## config.mk

```make
export PLATFORM = sky130hd
export DESIGN_NAME = hbp_top
export DESIGN_NICKNAME = d
export VERILOG_FILES = /design/src/rtl/hbp_pkg.sv /design/src/rtl/hbp_cfg_shadow.sv /design/src/rtl/hbp_timebase.sv /design/src/rtl/hbp_deadband.sv /design/src/rtl/hbp_pindrive.sv /design/src/rtl/hbp_top.sv
export SDC_FILE = /design/constraint.sdc
export NUM_CORES = 1
export LEC_CHECK = 0
export ABC_AREA = 0
export BUFFER_PORTS_ARGS = -buffer_cell sky130_fd_sc_hd__buf_4
export CAP_MARGIN = 10
export CORE_ASPECT_RATIO = 0.8
export CORE_MARGIN = 2
export CORE_UTILIZATION = 55
export DETAILED_ROUTE_END_ITERATION = 12
export GPL_TIMING_DRIVEN = 0
export PLACE_DENSITY_LB_ADDON = 0.1
export SYNTH_ARGS = -nofsm -noshare
export SYNTH_HDL_FRONTEND = slang
export SYNTH_SLANG_ARGS = --single-unit
export TNS_END_PERCENT = 50
```

## constraint.sdc

```tcl
create_clock -name clk -period 6.5 [get_ports clk]
set_input_delay 0.325 -clock clk [delete_from_list [all_inputs] [get_ports clk]]
set_output_delay 0.325 -clock clk [all_outputs]
set_load 0.005 [all_outputs]
```

## src/rtl/hbp_pkg.sv

```systemverilog
package hbp_pkg;
    parameter int CNT_W = 8;
    parameter int DB_W  = 7;
    localparam int NSIDE = 2;

    typedef logic [CNT_W-1:0] cnt_t;
    typedef logic [DB_W-1:0]  db_t;

    typedef enum logic {
        SIDE_PRI = 1'b0,
        SIDE_SEC = 1'b1
    } side_e;

    typedef struct packed {
        cnt_t period;
        cnt_t duty;
        db_t  dead;
    } cfg_t;

    // Raw (pre-dead-band) primary window for a given timer value and settings
    function automatic logic pri_window(cnt_t t, cfg_t c);
        if (c.duty == '0)
            return 1'b0;
        if (c.duty >= c.period)
            return 1'b1;
        return (t < c.duty);
    endfunction
endpackage

```

## src/rtl/hbp_cfg_shadow.sv

```systemverilog
module hbp_cfg_shadow
    import hbp_pkg::*;
(
    input  logic clk,
    input  logic rst,
    input  logic load,
    input  cfg_t cfg_in,
    output cfg_t cfg_q,
    output cfg_t cfg_nxt
);
    always_ff @(posedge clk) begin
        if (rst)
            cfg_q <= '0;
        else if (load)
            cfg_q <= cfg_in;
    end

    assign cfg_nxt = load ? cfg_in : cfg_q;
endmodule

```

## src/rtl/hbp_timebase.sv

```systemverilog
module hbp_timebase
    import hbp_pkg::*;
(
    input  logic clk,
    input  logic rst,
    input  logic tick,
    input  cnt_t period_q,
    output cnt_t timer_q,
    output cnt_t timer_nxt,
    output logic wrap
);
    assign wrap = tick && (timer_q == period_q);

    always_comb begin
        if (!tick)
            timer_nxt = timer_q;
        else if (wrap)
            timer_nxt = '0;
        else
            timer_nxt = timer_q + 1'b1;
    end

    always_ff @(posedge clk) begin
        if (rst)
            timer_q <= '0;
        else
            timer_q <= timer_nxt;
    end
endmodule

```

## src/rtl/hbp_deadband.sv

```systemverilog
module hbp_deadband
    import hbp_pkg::*;
(
    input  logic clk,
    input  logic rst,
    input  logic tick,
    input  logic win_nxt,
    input  db_t  dead_nxt,
    output logic out_on
);
    logic was_on;
    db_t  cnt_q;

    always_ff @(posedge clk) begin
        if (rst) begin
            was_on <= 1'b0;
            cnt_q  <= '0;
        end else if (tick) begin
            was_on <= win_nxt;
            if (win_nxt && !was_on)
                cnt_q <= dead_nxt;
            else if (win_nxt && cnt_q != '0)
                cnt_q <= cnt_q - 1'b1;
            else if (!win_nxt)
                cnt_q <= '0;
        end
    end

    assign out_on = was_on && (cnt_q == '0);
endmodule

```

## src/rtl/hbp_pindrive.sv

```systemverilog
module hbp_pindrive (
    input  logic sig_on,
    input  logic oe,
    output logic pin,
    output logic drv
);
    assign pin = oe & sig_on;
    assign drv = oe;
endmodule

```

## src/rtl/hbp_top.sv

```systemverilog
module hbp_top
    import hbp_pkg::*;
(
    input  logic                  clk,
    input  logic                  rst,
    input  logic                  tick,
    input  logic [CNT_W-1:0]      period_in,
    input  logic [CNT_W-1:0]      duty_in,
    input  logic [DB_W-1:0]       dead_in,
    input  logic                  oe_pri,
    input  logic                  oe_sec,
    output logic                  pin_pri,
    output logic                  pin_sec,
    output logic                  drv_pri,
    output logic                  drv_sec
);
    cfg_t cfg_in, cfg_q, cfg_nxt;
    cnt_t timer_q, timer_nxt;
    logic wrap;
    logic pri_nxt;
    logic [NSIDE-1:0] win_nxt, on_vec, oe_vec, pin_vec, drv_vec;
    logic pri_on, sec_on;
    db_t  dead_q;
    cnt_t period_q;

    assign cfg_in = '{period: period_in, duty: duty_in, dead: dead_in};

    hbp_timebase u_tb (
        .clk(clk), .rst(rst), .tick(tick), .period_q(cfg_q.period),
        .timer_q(timer_q), .timer_nxt(timer_nxt), .wrap(wrap)
    );

    hbp_cfg_shadow u_cfg (
        .clk(clk), .rst(rst), .load(wrap), .cfg_in(cfg_in),
        .cfg_q(cfg_q), .cfg_nxt(cfg_nxt)
    );

    assign pri_nxt            = pri_window(timer_nxt, cfg_nxt);
    assign win_nxt[SIDE_PRI]  = pri_nxt;
    assign win_nxt[SIDE_SEC]  = ~pri_nxt;
    assign oe_vec[SIDE_PRI]   = oe_pri;
    assign oe_vec[SIDE_SEC]   = oe_sec;

    for (genvar s = 0; s < NSIDE; s++) begin : g_side
        hbp_deadband u_db (
            .clk(clk), .rst(rst), .tick(tick), .win_nxt(win_nxt[s]),
            .dead_nxt(cfg_nxt.dead), .out_on(on_vec[s])
        );
        hbp_pindrive u_pd (
            .sig_on(on_vec[s]), .oe(oe_vec[s]),
            .pin(pin_vec[s]), .drv(drv_vec[s])
        );
    end

    assign pri_on   = on_vec[SIDE_PRI];
    assign sec_on   = on_vec[SIDE_SEC];
    assign dead_q   = cfg_q.dead;
    assign period_q = cfg_q.period;
    assign pin_pri  = pin_vec[SIDE_PRI];
    assign pin_sec  = pin_vec[SIDE_SEC];
    assign drv_pri  = drv_vec[SIDE_PRI];
    assign drv_sec  = drv_vec[SIDE_SEC];
endmodule

```

# Word level (Yosys, flattened, before mapping)
# Index checks and enable logic that the tools add are counted.
word_totals:
  output_inout_bits: 4
  input_bits: 28
  wordCells: 51
  register_bits: 47
op_classes:
  mux: 16
  n_reduce_logical: 17
  n_lt_le_gt_ge: 2
  bitwise_logic: 3
  addsub: 3
  eq_ne: 2
op_table:
  columns: ["operator", "n"]
  rows:
  - ["two-way mux 7 bit", 6]
  - ["two-way mux 23 bit", 1]
  - ["two-way mux 8 bit", 2]
  - ["zero test 7 bit", 2]
  - ["nonzero test 7 bit", 2]
  - ["subtractor 7 x 1 -> 7 bit, second input constant", 2]
  - ["adder 8 x 1 -> 8 bit, second input constant", 1]
  - ["equality test 8 bit", 1]
  - [">= comparator 8 bit", 1]
  - ["zero test 8 bit", 1]
  - ["< comparator 8 bit", 1]
  - ["logical AND 1 bit", 7]
  - ["two-way mux 1 bit", 7]
  - ["AND reduction 2 bit", 2]
  - ["!= test 3 bit, second input constant", 1]
  - ["nonzero test 3 bit", 1]
  - ["AND 1 bit", 2]
  - ["zero test 1 bit", 2]
  - ["inverter 1 bit", 1]

# Depth between registers and ports, before layout
# Gate-level depths: netlist of the first run.
depth:
  depth_word: 12
  ltp_mapped: 16
  mapped_depth_nobuf: 13

# Hierarchy
# Synthesis of the first run repeated with hierarchy kept, for this count alone.
hier_totals:
  hier_cells: 316
  hier_area_um2: 2994.1
by_module_without_submodules:
  columns: ["module", "seq_area_each_um2", "n_inst", "cells_each", "area_each_um2"]
  rows:
  - ["hbp_deadband", 160.2, 2, 63, 534.3]
  - ["hbp_cfg_shadow", 460.4, 1, 73, 985.9]
  - ["hbp_timebase", 160.2, 1, 57, 485.5]
  - ["hbp_top", 0.0, 1, 56, 426.7]
  - ["hbp_pindrive", 0.0, 2, 2, 13.8]

# Worst setup path before layout of the first run
# No wires, ideal clock.
synth_path:
  path_kind: "register to register"
  startpoint: "register u_tb.timer_q[0]"
  endpoint: "register g_side[1].u_db.cnt_q[0]"
  path_buffers: 2
  slack_ns: 3.019
  period_less_slack_ns: 3.481
  required_time_ns: 6.359
  setup_ns: 0.141
  stages_incl_launch_ff: 16
  arrival_time_ns: 3.340
  cell_sequence: "dfxtp_1 xnor2_1 nand3_1 nor3_2 buf_6 buf_2 mux2i_1 inv_1 ha_1 a41oi_1 o21ai_0 a21oi_1 or2b_1 o21a_1 o41ai_2 a221oi_1"
synth_lines:
  columns: ["element", "line_no", "text"]
  rows:
  - ["start, declared", "hbp_timebase.sv:8", "output cnt_t timer_q,"]
  - ["start signal, assigned", "hbp_timebase.sv:27", "timer_q <= timer_nxt;"]
  - ["end signal, assigned", "hbp_deadband.sv:21", "cnt_q <= dead_nxt;"]
  - ["end signal, assigned", "hbp_deadband.sv:23", "cnt_q <= cnt_q - 1'b1;"]
  - ["end, declared", "hbp_deadband.sv:12", "db_t cnt_q;"]

==> results of run 1 <==
-- per-layer routing --
layer | up-vias | routed length (µm) | track usage [%]
li1 | 1276 | - | -
met1 | 1199 | 3617 | 39.39
met2 | 77 | 2936 | 37.60
met3 | 2 | 576 | 3.929
met4 | 0 | 22 | 4.762
met5 | - | 0 | 0
-- sequential cells by signal, summed over array words and instances, names as in the netlist --
register            cells
u_tb.timer_q            8
u_cfg.cfg_q            23
g_side.u_db.cnt_q      14
g_side.u_db.was_on      2
-- worst max path at each step --
| stage | to | from | cells past startpoint | slack, ps |
|---|---|---|---|---|
| final | g_side[1].u_db.cnt_q[0]$_SDFFE_PP0P_ | u_tb.timer_q[0]$_SDFF_PP0_ | 15 | 2210 |
| after global routing | g_side[1].u_db.cnt_q[1]$_SDFFE_PP0P_ | u_tb.timer_q[0]$_SDFF_PP0_ | 15 | 1840 |
| after CTS | g_side[1].u_db.cnt_q[0]$_SDFFE_PP0P_ | u_tb.timer_q[0]$_SDFF_PP0_ | 15 | 2250 |
| after detailed placement | g_side[1].u_db.cnt_q[0]$_SDFFE_PP0P_ | u_tb.timer_q[0]$_SDFF_PP0_ | 15 | 2270 |
| after global placement | g_side[1].u_db.cnt_q[1]$_SDFFE_PP0P_ | u_tb.timer_q[0]$_SDFF_PP0_ | 15 | 2350 |
| after floorplan | g_side[1].u_db.cnt_q[0]$_SDFFE_PP0P_ | u_tb.timer_q[0]$_SDFF_PP0_ | 15 | 3020 |
-- area by class of cell --
class	instances	area [µm²]
plain buffers	18	113.9
clock buffers	5	68.82
clock inverters	3	20.02
fillers	445	1755
inverters	18	67.56
multi-input cells	250	1759
flip-flops and latches	47	940.9
well taps	62	77.57
repair buffers	31	232.7
-- worst reg2reg max path: cells and delay by family, from the launching register on --
| kind | cells | cell delay [ps] |
|---|---|---|
| compound gates | 6 | 1350 |
| simple gates | 3 | 690 |
| buf+inv | 3 | 650 |
| flops | 1 | 520 |
| mux | 1 | 410 |
| fa+ha+maj | 1 | 350 |
| xor+xnor | 1 | 180 |
-- cell families after synthesis --
family	after synthesis	synth area share [%]
mux	25	8.858
simple gates	120	20.84
compound gates	75	20.15
fa+ha+maj	16	6.947
buf+inv	36	6.296
xor+xnor	14	4.255
flops	47	32.65
-- synth_stat cells (4+ instances only) --
library cell / count
buf_2: 4
and3_1: 6
ha_1: 16
or3_1: 4
nor4_1: 5
o21ai_0: 10
nand2b_1: 7
xnor2_1: 11
a211oi_2: 6
a22oi_1: 5
inv_1: 18
buf_4: 4
nand2_1: 26
clkbuf_1: 6
dfxtp_1: 47
nand3_1: 7
mux2i_1: 24
a21oi_1: 12
o22ai_1: 8
nor3_1: 9
nor2_1: 37
-- through the flow --
stage | power, µW | std cells | cell area [µm²] | setup WS (ps) | util (%)
detailed placement | 1364 | 426 | 3192 | 2269 | 63.38
global route | 1688 | 434 | 3281 | 1845 | 65.14
global placement | 1346 | 426 | 3192 | 2346 | 63.38
finish | 1557 | 434 | 3281 | 2213 | 65.14
CTS | 1548 | 434 | 3281 | 2245 | 65.14
floorplan | 1149 | 333 | 2882 | 3019 | -
-- cells in the final DEF, fill, tap and decap left out, types with 3 or more instances in the layout --
| cell | synthesis | routed |
|---|---|---|
| o21a_1 | 3 | 3 |
| nand2b_1 | 7 | 7 |
| nor4_1 | 5 | 5 |
| nor3_1 | 9 | 9 |
| o21ai_0 | 10 | 10 |
| clkbuf_1 | 6 | 6 |
| inv_1 | 18 | 18 |
| and2_1 | 3 | 3 |
| mux2i_1 | 24 | 24 |
| buf_4 | 4 | 35 |
| a211oi_1 | 3 | 3 |
| nor2_1 | 37 | 37 |
| xor2_1 | 3 | 3 |
| buf_2 | 4 | 4 |
| a21oi_1 | 12 | 12 |
| o22ai_1 | 8 | 8 |
| or3_1 | 4 | 4 |
| ha_1 | 16 | 16 |
| and3_1 | 6 | 6 |
| xnor2_1 | 11 | 11 |
| a22oi_1 | 5 | 5 |
| o211ai_1 | 3 | 3 |
| clkbuf_8 | 0 | 5 |
| nand2_1 | 26 | 26 |
| nand3_1 | 7 | 7 |
| nand4_1 | 3 | 3 |
| dfxtp_1 | 47 | 47 |
| a211oi_2 | 6 | 6 |
-- power by group through the flow --
| stage | Combinational [µW] | Clock (µW) | Sequential [µW] |
|---|---|---|---|
| finish | 949 | 181 | 427 |
| global route | 1060 | 196 | 434 |
| CTS | 940 | 183 | 424 |
| detailed placement | 934 | 0 | 430 |
| global placement | 917 | 0 | 429 |
| floorplan | 738 | 0 | 411 |
==> results.cfg, run 1 <==
[outcome]
outcome = finished clean

[routing]
via_per_inst = 5.885
routed_wl_mm = 7.154
wl_per_cell_um = 16.48
ant_nets = 0
firstDrtPassIters = 4
drt_iter0_drc = 176
vias = 2554
drc_errors = 0

[logic_synthesis]
synth_nets = 377
syn_inst = 333
async_flop_share_pct = 0
synth_top_cell_by_area = dfxtp_1
synth_cell_types = 61
syn_area_per_cell_um2 = 8.653
yosys_warnings = 0
synth_edf_count = 0
synth_area_leaders = dfxtp_1 (33%), mux2i_1 (8.3%), ha_1 (6.9%), nor2_1 (4.8%), nand2_1 (3.4%)
yosys_most_used_dff = dfxtp_1
synth_top_area_share_pct = 32.65
synth-seq-area-share_pct = 32.65
ys_ff_latch = 47
syn_area_um2 = 2882

[pwr]
p_int_uw = 828.8
comb_power_share_pct = 60.9
powerDensity_nw_per_um2 = 474.7
p_leak_uw = 0.001366
power.net_switching_uw = 728.6
pwr-share-clk_pct = 11.6
ir_worst_vdd_v = 0.0002650
swShare_pct = 46.78
seq_power_share_pct = 27.4

[place]
gp_congestion = 0.9012
post-dp-hpwl_mm = 5.481
io_buffers = 31

[floorplanning]
start_util_pct = 57.22
io-pin-count = 32
die_area_um2 = 5838
core_um2 = 5036
rows = 23
die_w_um = 84.93
die_h_um = 68.74

[global_routing]
grt_usage_pct = 25.51
grt_max_degree = 16
antenna_found_initial = 0
grt_pass1_wl_mm = 11.47
grt_pass1_vias = 2250
grt-ovfl-total = 0

[worst_setup_path]
path_delay_family = compound AO/OA/AOI/OAI gates
end_kind = flop
rrSetupSlack_ps = 2210
crit_chain = xnor2_1 -> nand3_1 -> nor3_2 -> buf_6 -> buf_2 -> mux2i_1 -> inv_1 -> ha_1 -> a41oi_1 -> o21ai_0 -> a21oi_1 -> or2b_1 -> o21a_1 -> o41ai_2 -> a221oi_1
crit_fanout = 10
crit_slowest_cell = dfxtp_1
reg2reg_to = g_side[1].u_db.cnt_q[0]$_SDFFE_PP0P_
arrival_ps = 4450
r2r-start = u_tb.timer_q[0]$_SDFF_PP0_
crit_path_max_incr_delay_ps = 520
criticalPathCategory = flop to flop
worstPathRequired_ps = 6660
cp-start-kind = flop
path_buf_inv = 3
worst-r2r-cell-count = 15

[finish]
diodes = 0
finalNetCount = 415
drive_gt1_share_pct = 18.01
area_delta_synth_final_pct = 13.85

[timing]
slew_headroom_pct = 53.09
drv_slew = 0
min_period_ps = 4287
final.setup_skew_ps = 9.157
timing.final.crit_share_pct = 65.95
tns_ps = 0
hold_viol = 0
tightest_slew_ps = 703.7
max_freq_ghz = 0.2333
rsz0062_at_grt = false
whs_ps = 262.3
finalSetupViolCount = 0

[flow_run]
maxCapViolCount = 0

[clocking]
htreeDepth = 2
clk_latency_ps = 310
clockBufferDepth = 2
post_cts_resize_count = 0
cts_root_buf = clkbuf_8
cts_tree = yes
clock_sinks = 47
path_clk_slew_ps = 100
numCtsBuffers = 5
cts_hold_buf = 0
post_cts_buffers = 0

[worst_hold_path]
min_path_type = input pin to flop
holdPathStages = 3
hold_start = period_in[0]
min_delay_worst_endpoint = u_cfg.cfg_q[15]$_SDFF_PP0_
Note: power is estimated with default switching activity, not from simulation.
==> run 2: changes to the inputs <==
CORE_UTILIZATION = 53   (was 55)
clock period = 3.7 ns   (was 6.5 ns; I/O delays follow)
==> run 2 against run 1 <==
First-iteration DRC count increased by 49%. Global-route usage about the same. Die area increased by 3.6%. Clock skew decreased by 4.0 ps. Wire length increased by 5.0%. Setup slack got worse by 2000 ps. Register-to-register slack got worse by 2000 ps. Combinational power increased by 98%. Maximum frequency increased by 22%. Sequential power increased by 79%. Sequential cell count unchanged. Power increased by 95%. Largest cell class unchanged. Largest power group unchanged.
==> results.cfg, run 2 (synthesized netlist as in run 1, its figures left out) <==
[flow_run]
maxCapViolCount = 0

[worst_setup_path]
end_kind = flop
crit_path_max_incr_delay_ps = 370
criticalPathCategory = flop to flop
crit_fanout = 10
worstPathRequired_ps = 3860
worst-r2r-cell-count = 15
crit_chain = xnor2_2 -> nand4_1 -> nor3_2 -> buf_6 -> buf_4 -> mux2i_1 -> ha_1 -> a41oi_1 -> o21ai_0 -> a21oi_1 -> or2b_1 -> o21a_2 -> o21bai_2 -> buf_6 -> a211oi_2
arrival_ps = 3680
cp_common_cell = buf_6
cp-start-kind = flop
crit_slowest_cell = dfxtp_2

[floorplanning]
start_util_pct = 56.25
io-pin-count = 32
rows = 23
die_w_um = 86.44
die_area_um2 = 6046
die_h_um = 69.95
core_um2 = 5122

[pwr]
p_leak_uw = 0.001454
pwr-share-clk_pct = 13.0
seq_power_share_pct = 25.1
powerDensity_nw_per_um2 = 870.8
swShare_pct = 44.80
ir_worst_vdd_v = 0.0003731
p_int_uw = 1679
comb_power_share_pct = 61.9
p_total_uw = 3041
power.net_switching_uw = 1362

[clocking]
numCtsBuffers = 5
clock_sinks = 47
cts_tree = yes
clk_latency_ps = 300
cts_root_buf = clkbuf_8
cts_hold_buf = 0
path_clk_slew_ps = 90
clockBufferDepth = 2
htreeDepth = 2

[routing]
via_per_inst = 6.090
vias = 2692
drc_errors = 0
firstDrtPassIters = 6
routed_wl_mm = 7.513
wl_per_cell_um = 17.00
ant_nets = 0
drt_iter0_drc = 263

[global_routing]
grt_util_met1_pct = 40.06
grt_pass1_wl_mm = 12.12
grt_usage_pct = 25.49
use_met2_pct = 36.07
antenna_found_initial = 0
busiest_layer = met1
grt-ovfl-total = 0
grt_util_met3_pct = 4.374
grt_max_degree = 15
grt_pass1_vias = 2439

[finish]
area_delta_synth_final_pct = 21.19
final_common_cell = buf_4
mostFrequentLayoutCells = buf_4 (44), dfxtp_1 (38), nor2_1 (37)
diodes = 0
reg_top3 = u_cfg.cfg_q: 23 flops, g_side.u_db.cnt_q: 14 flops, u_tb.timer_q: 8 flops
largest_reg_flops = 23
drive_gt1_share_pct = 24.74
finalNetCount = 423
largest_register = u_cfg.cfg_q

[timing]
hold_viol = 0
final.setup_skew_ps = 5.114
drv_slew = 0
finalSetupViolCount = 0
whs_ps = 127.5
slew_headroom_pct = 55.29
timing.final.crit_share_pct = 95.13
tightest_slew_ps = 670.6
min_period_ps = 3520
rsz0062_at_grt = true
max_freq_ghz = 0.2841

[worst_hold_path]
min_path_type = input pin to flop
holdPathStages = 3

[place]
io_buffers = 31
post-dp-hpwl_mm = 5.542
gp_congestion = 0.8759

[outcome]
outcome = finished clean
run 2: cell types whose count changed in the layout (fill, tap and decap cells not counted), sizes merged:
cell      before  now
buf           41   49
bufinv         0    1
clkinvlp       2    0
clkbuf        11   12
run 2: worst paths after layout:
| check | from | slack, ps | endpoint |
|---|---|---|---|
| setup / recovery | u_tb.timer_q[4]$_SDFF_PP0_ | 180 | g_side[0].u_db.cnt_q[0]$_SDFFE_PP0P_ |
| hold / removal | period_in[0] | 130 | u_cfg.cfg_q[15]$_SDFF_PP0_ |
| setup reg to reg | u_tb.timer_q[4]$_SDFF_PP0_ | 180 | g_side[0].u_db.cnt_q[0]$_SDFFE_PP0P_ |
| hold reg to reg | g_side[1].u_db.cnt_q[1]$_SDFFE_PP0P_ | 510 | g_side[1].u_db.cnt_q[1]$_SDFFE_PP0P_ |
run 2: worst max-delay path, delay by kind of cell, from the launching register on:
| kind | cells | cell delay, ps |
|---|---|---|
| buffers and inverters | 3 | 560 |
| muxes | 1 | 290 |
| DFF | 1 | 370 |
| xor gates and xnor gates | 1 | 210 |
| and+or+nand+nor | 3 | 620 |
| adders and majority gates | 1 | 310 |
| AOI/OAI and AO/OA | 6 | 1020 |
run 2: layer usage:
| metal | share of wire, % | vias to the layer above |
|---|---|---|
| li1 | - | 1301 |
| met1 | 50 | 1261 |
| met2 | 41 | 124 |
| met3 | 8.6 | 6 |
| met4 | 0.77 | 0 |
| met5 | 0 | - |
run 2: power by group through the flow:
stage	clock, µW	combinational [µW]	sequential [µW]
4_1_cts	405	1780	749
3_3_place_gp	0	1610	754
5_1_grt	417	2050	780
6_report	395	1880	763
2_1_floorplan	0	1300	722
3_5_place_dp	0	1640	755
run 2: area by class of cell:
type	count	area, µm²
clock inverters	2	35.03
repair buffers	39	292.8
flip-flops and latches	47	954.7
multi-input cells	250	1851
clock buffers	6	82.58
plain buffers	18	131.4
well taps	62	77.57
inverters	18	67.56
fillers	417	1630
run 2: per-stage QoR:
step / setup WS, ps / setup TNS, ps / instance area [µm²] / cells / utilization (%)
after floorplan: 218.9 / 0 / 2882 / 333 / -
after CTS: 50.27 / 0 / 3403 / 438 / 66.44
after global routing: -57.95 / -497.2 / 3492 / 442 / 68.17
after global placement: -422.0 / -5310 / 3192 / 426 / 62.31
after detailed placement: -458.1 / -6023 / 3192 / 426 / 62.31
final: 180.1 / 0 / 3492 / 442 / 68.17
run 2: what timing repair did:
item / CTS / global route
gates resized for setup: 13 / 16
setup endpoints to repair: 16 / 16
buffers inserted: 4 / 4
pin swaps: 2 / 5
==> run 3: changes to the inputs <==
CORE_UTILIZATION = 25   (was 53)
PLACE_DENSITY_LB_ADDON = 0.08   (was 0.1)
clock period = 3.2 ns   (was 3.7 ns; I/O delays follow)
==> run 3 against run 2 <==
The run now ends with negative setup slack left. Register-to-register slack got worse by 410 ps. Sequential share of layout area decreased by 3.3 points. Utilization is 33 points lower. Clock skew is essentially flat. Critical path type unchanged. Critical endpoint unchanged. Largest power group unchanged.
==> results.cfg, run 3 (synthesized netlist as in run 1, its figures left out) <==
[worst_setup_path]
endpoint = g_side[0].u_db.cnt_q[0]$_SDFFE_PP0P_
r2r-start = u_cfg.cfg_q[19]$_SDFF_PP0_
criticalPathCategory = flop to flop
crit_fanout = 8
rrSetupSlack_ps = -230
reg2reg_to = g_side[0].u_db.cnt_q[0]$_SDFFE_PP0P_
worst-r2r-cell-count = 16
end_kind = flop
cp-start-kind = flop
worstPathRequired_ps = 3330
startpoint = u_cfg.cfg_q[19]$_SDFF_PP0_
arrival_ps = 3570

[routing]
via_per_inst = 4.848
wl_per_cell_um = 16.52
vias = 2623
firstDrtPassIters = 4
ant_nets = 0
drc_errors = 0
drt_iter0_drc = 108
routed_wl_mm = 8.937

[outcome]
violations = negative setup slack
outcome = complete, but fails checks

[place]
postPlaceCellArea_um2 = 3358
io_buffers = 31
place_ws_ps = -779.2
post-dp-hpwl_mm = 6.593
gp_congestion = 0.7972

[flow_run]
maxCapViolCount = 0

[floorplanning]
core_um2 = 11390
die_h_um = 100.0
rows = 35
die_area_um2 = 12410
start_util_pct = 25.31
die_w_um = 124.0
io-pin-count = 32

[finish]
largest_register = u_cfg.cfg_q
final_common_cell = buf_4
mostFrequentLayoutCells = buf_4 (52), nor2_1 (34), dfxtp_1 (34)
final_area_um2 = 4040
drive_gt1_share_pct = 35.11
reg_top3 = u_cfg.cfg_q: 23 flops, g_side.u_db.cnt_q: 14 flops, u_tb.timer_q: 8 flops
finalNetCount = 436
area_delta_synth_final_pct = 40.21
largest_reg_flops = 23
finalCoreUtilization_pct = 35.48
diodes = 0

[timing]
tightest_slew_ps = 735.5
min_period_ps = 3434
drv_slew = 0
final.setup_skew_ps = 5.094
rsz0062_at_grt = true
slew_headroom_pct = 50.97
finalSetupViolCount = 16
max_freq_ghz = 0.2912
hold_viol = 0
finalWorstSetupSlack_ps = -234.3
timing.final.crit_share_pct = 107.3

[global_routing]
grt_max_degree = 14
grt-ovfl-total = 0
grt_usage_pct = 15.34
grt_pass1_vias = 2637
grt_pass1_wl_mm = 14.54
antenna_found_initial = 0

[worst_hold_path]
min_path_type = input pin to flop
hold_start = period_in[0]

[clocking]
cts_root_buf = clkbuf_16
clockBufferDepth = 2
clock_sinks = 47
path_clk_slew_ps = 70
numCtsBuffers = 5
clk_latency_ps = 280
htreeDepth = 2
cts_tree = yes

[pwr]
p_leak_uw = 0.001580
ir_worst_vdd_v = 0.0003884
powerDensity_nw_per_um2 = 1063
## run 3: layout make-up
type / instances / area, µm²
Buffer: 18 / 148.9
Inverter: 18 / 67.56
Timing Repair Buffer: 52 / 421.7
Sequential cell: 47 / 969.7
Clock buffer: 8 / 156.4
Multi-Input combinational cell: 250 / 2091
Fill cell: 1182 / 7346
Tap cell: 148 / 185.2
## run 3: critical path: stages, from the launching register on
cell and delay [ps]:
dfxtp_4 360, xnor2_2 160, nand4_1 180, nor3_4 240, buf_6 150, buf_12 150, mux2i_4 330, inv_2 90
ha_4 230, a41oi_2 150, o21ai_1 100, a21oi_2 150, or2b_1 250, o21a_4 230, o21bai_4 250, clkbuf_16 200
a211oi_2 50
## run 3: power breakdown
group          internal, µW  switching, µW
sequential              742            145
clock                   333            222
combinational          1360           1490
## run 3: how the worst min path moves through the flow
| stage | slack, ps | cells after the start | to |
|---|---|---|---|
| 4_1_cts | 140 | 3 | u_cfg.cfg_q[15]$_SDFF_PP0_ |
| 3_5_place_dp | 430 | 3 | u_cfg.cfg_q[17]$_SDFF_PP0_ |
| 6_report | 140 | 3 | u_cfg.cfg_q[15]$_SDFF_PP0_ |
| 3_3_place_gp | 430 | 3 | u_cfg.cfg_q[15]$_SDFF_PP0_ |
| 5_1_grt | 150 | 3 | u_cfg.cfg_q[15]$_SDFF_PP0_ |
| 2_1_floorplan | 300 | 2 | u_cfg.cfg_q[9]$_SDFF_PP0_ |
## run 3: timing repair
action,in CTS,in global routing
endpoints found under the setup margin,16,16
pin swaps,15,23
hold buffers,0,0
cloned,1,0
buffers inserted,12,9
resized for setup,51,16
## run 3: per-layer routing
metal / global-route usage, % / vias to the layer above / share of wire (%)
met1: 23.81 / 1228 / 55
met5: 0 / - / 0
met3: 2.330 / 8 / 3.5
met4: 3.457 / 0 / 1.1
li1: - / 1329 / -
met2: 22.10 / 58 / 41
## run 3: stage by stage
| step | hold slack, ps | setup TNS, ps | total power (µW) | std cells |
|---|---|---|---|---|
| global placement | 425.8 | -12140 | 2969 | 512 |
| floorplan | 298.7 | 0 | 2419 | 333 |
| CTS | 139.9 | -3044 | 4167 | 532 |
| finish | 136.9 | -3251 | 4296 | 541 |
| global route | 149.0 | -5588 | 4603 | 541 |
| detailed placement | 429.4 | -11470 | 2955 | 512 |
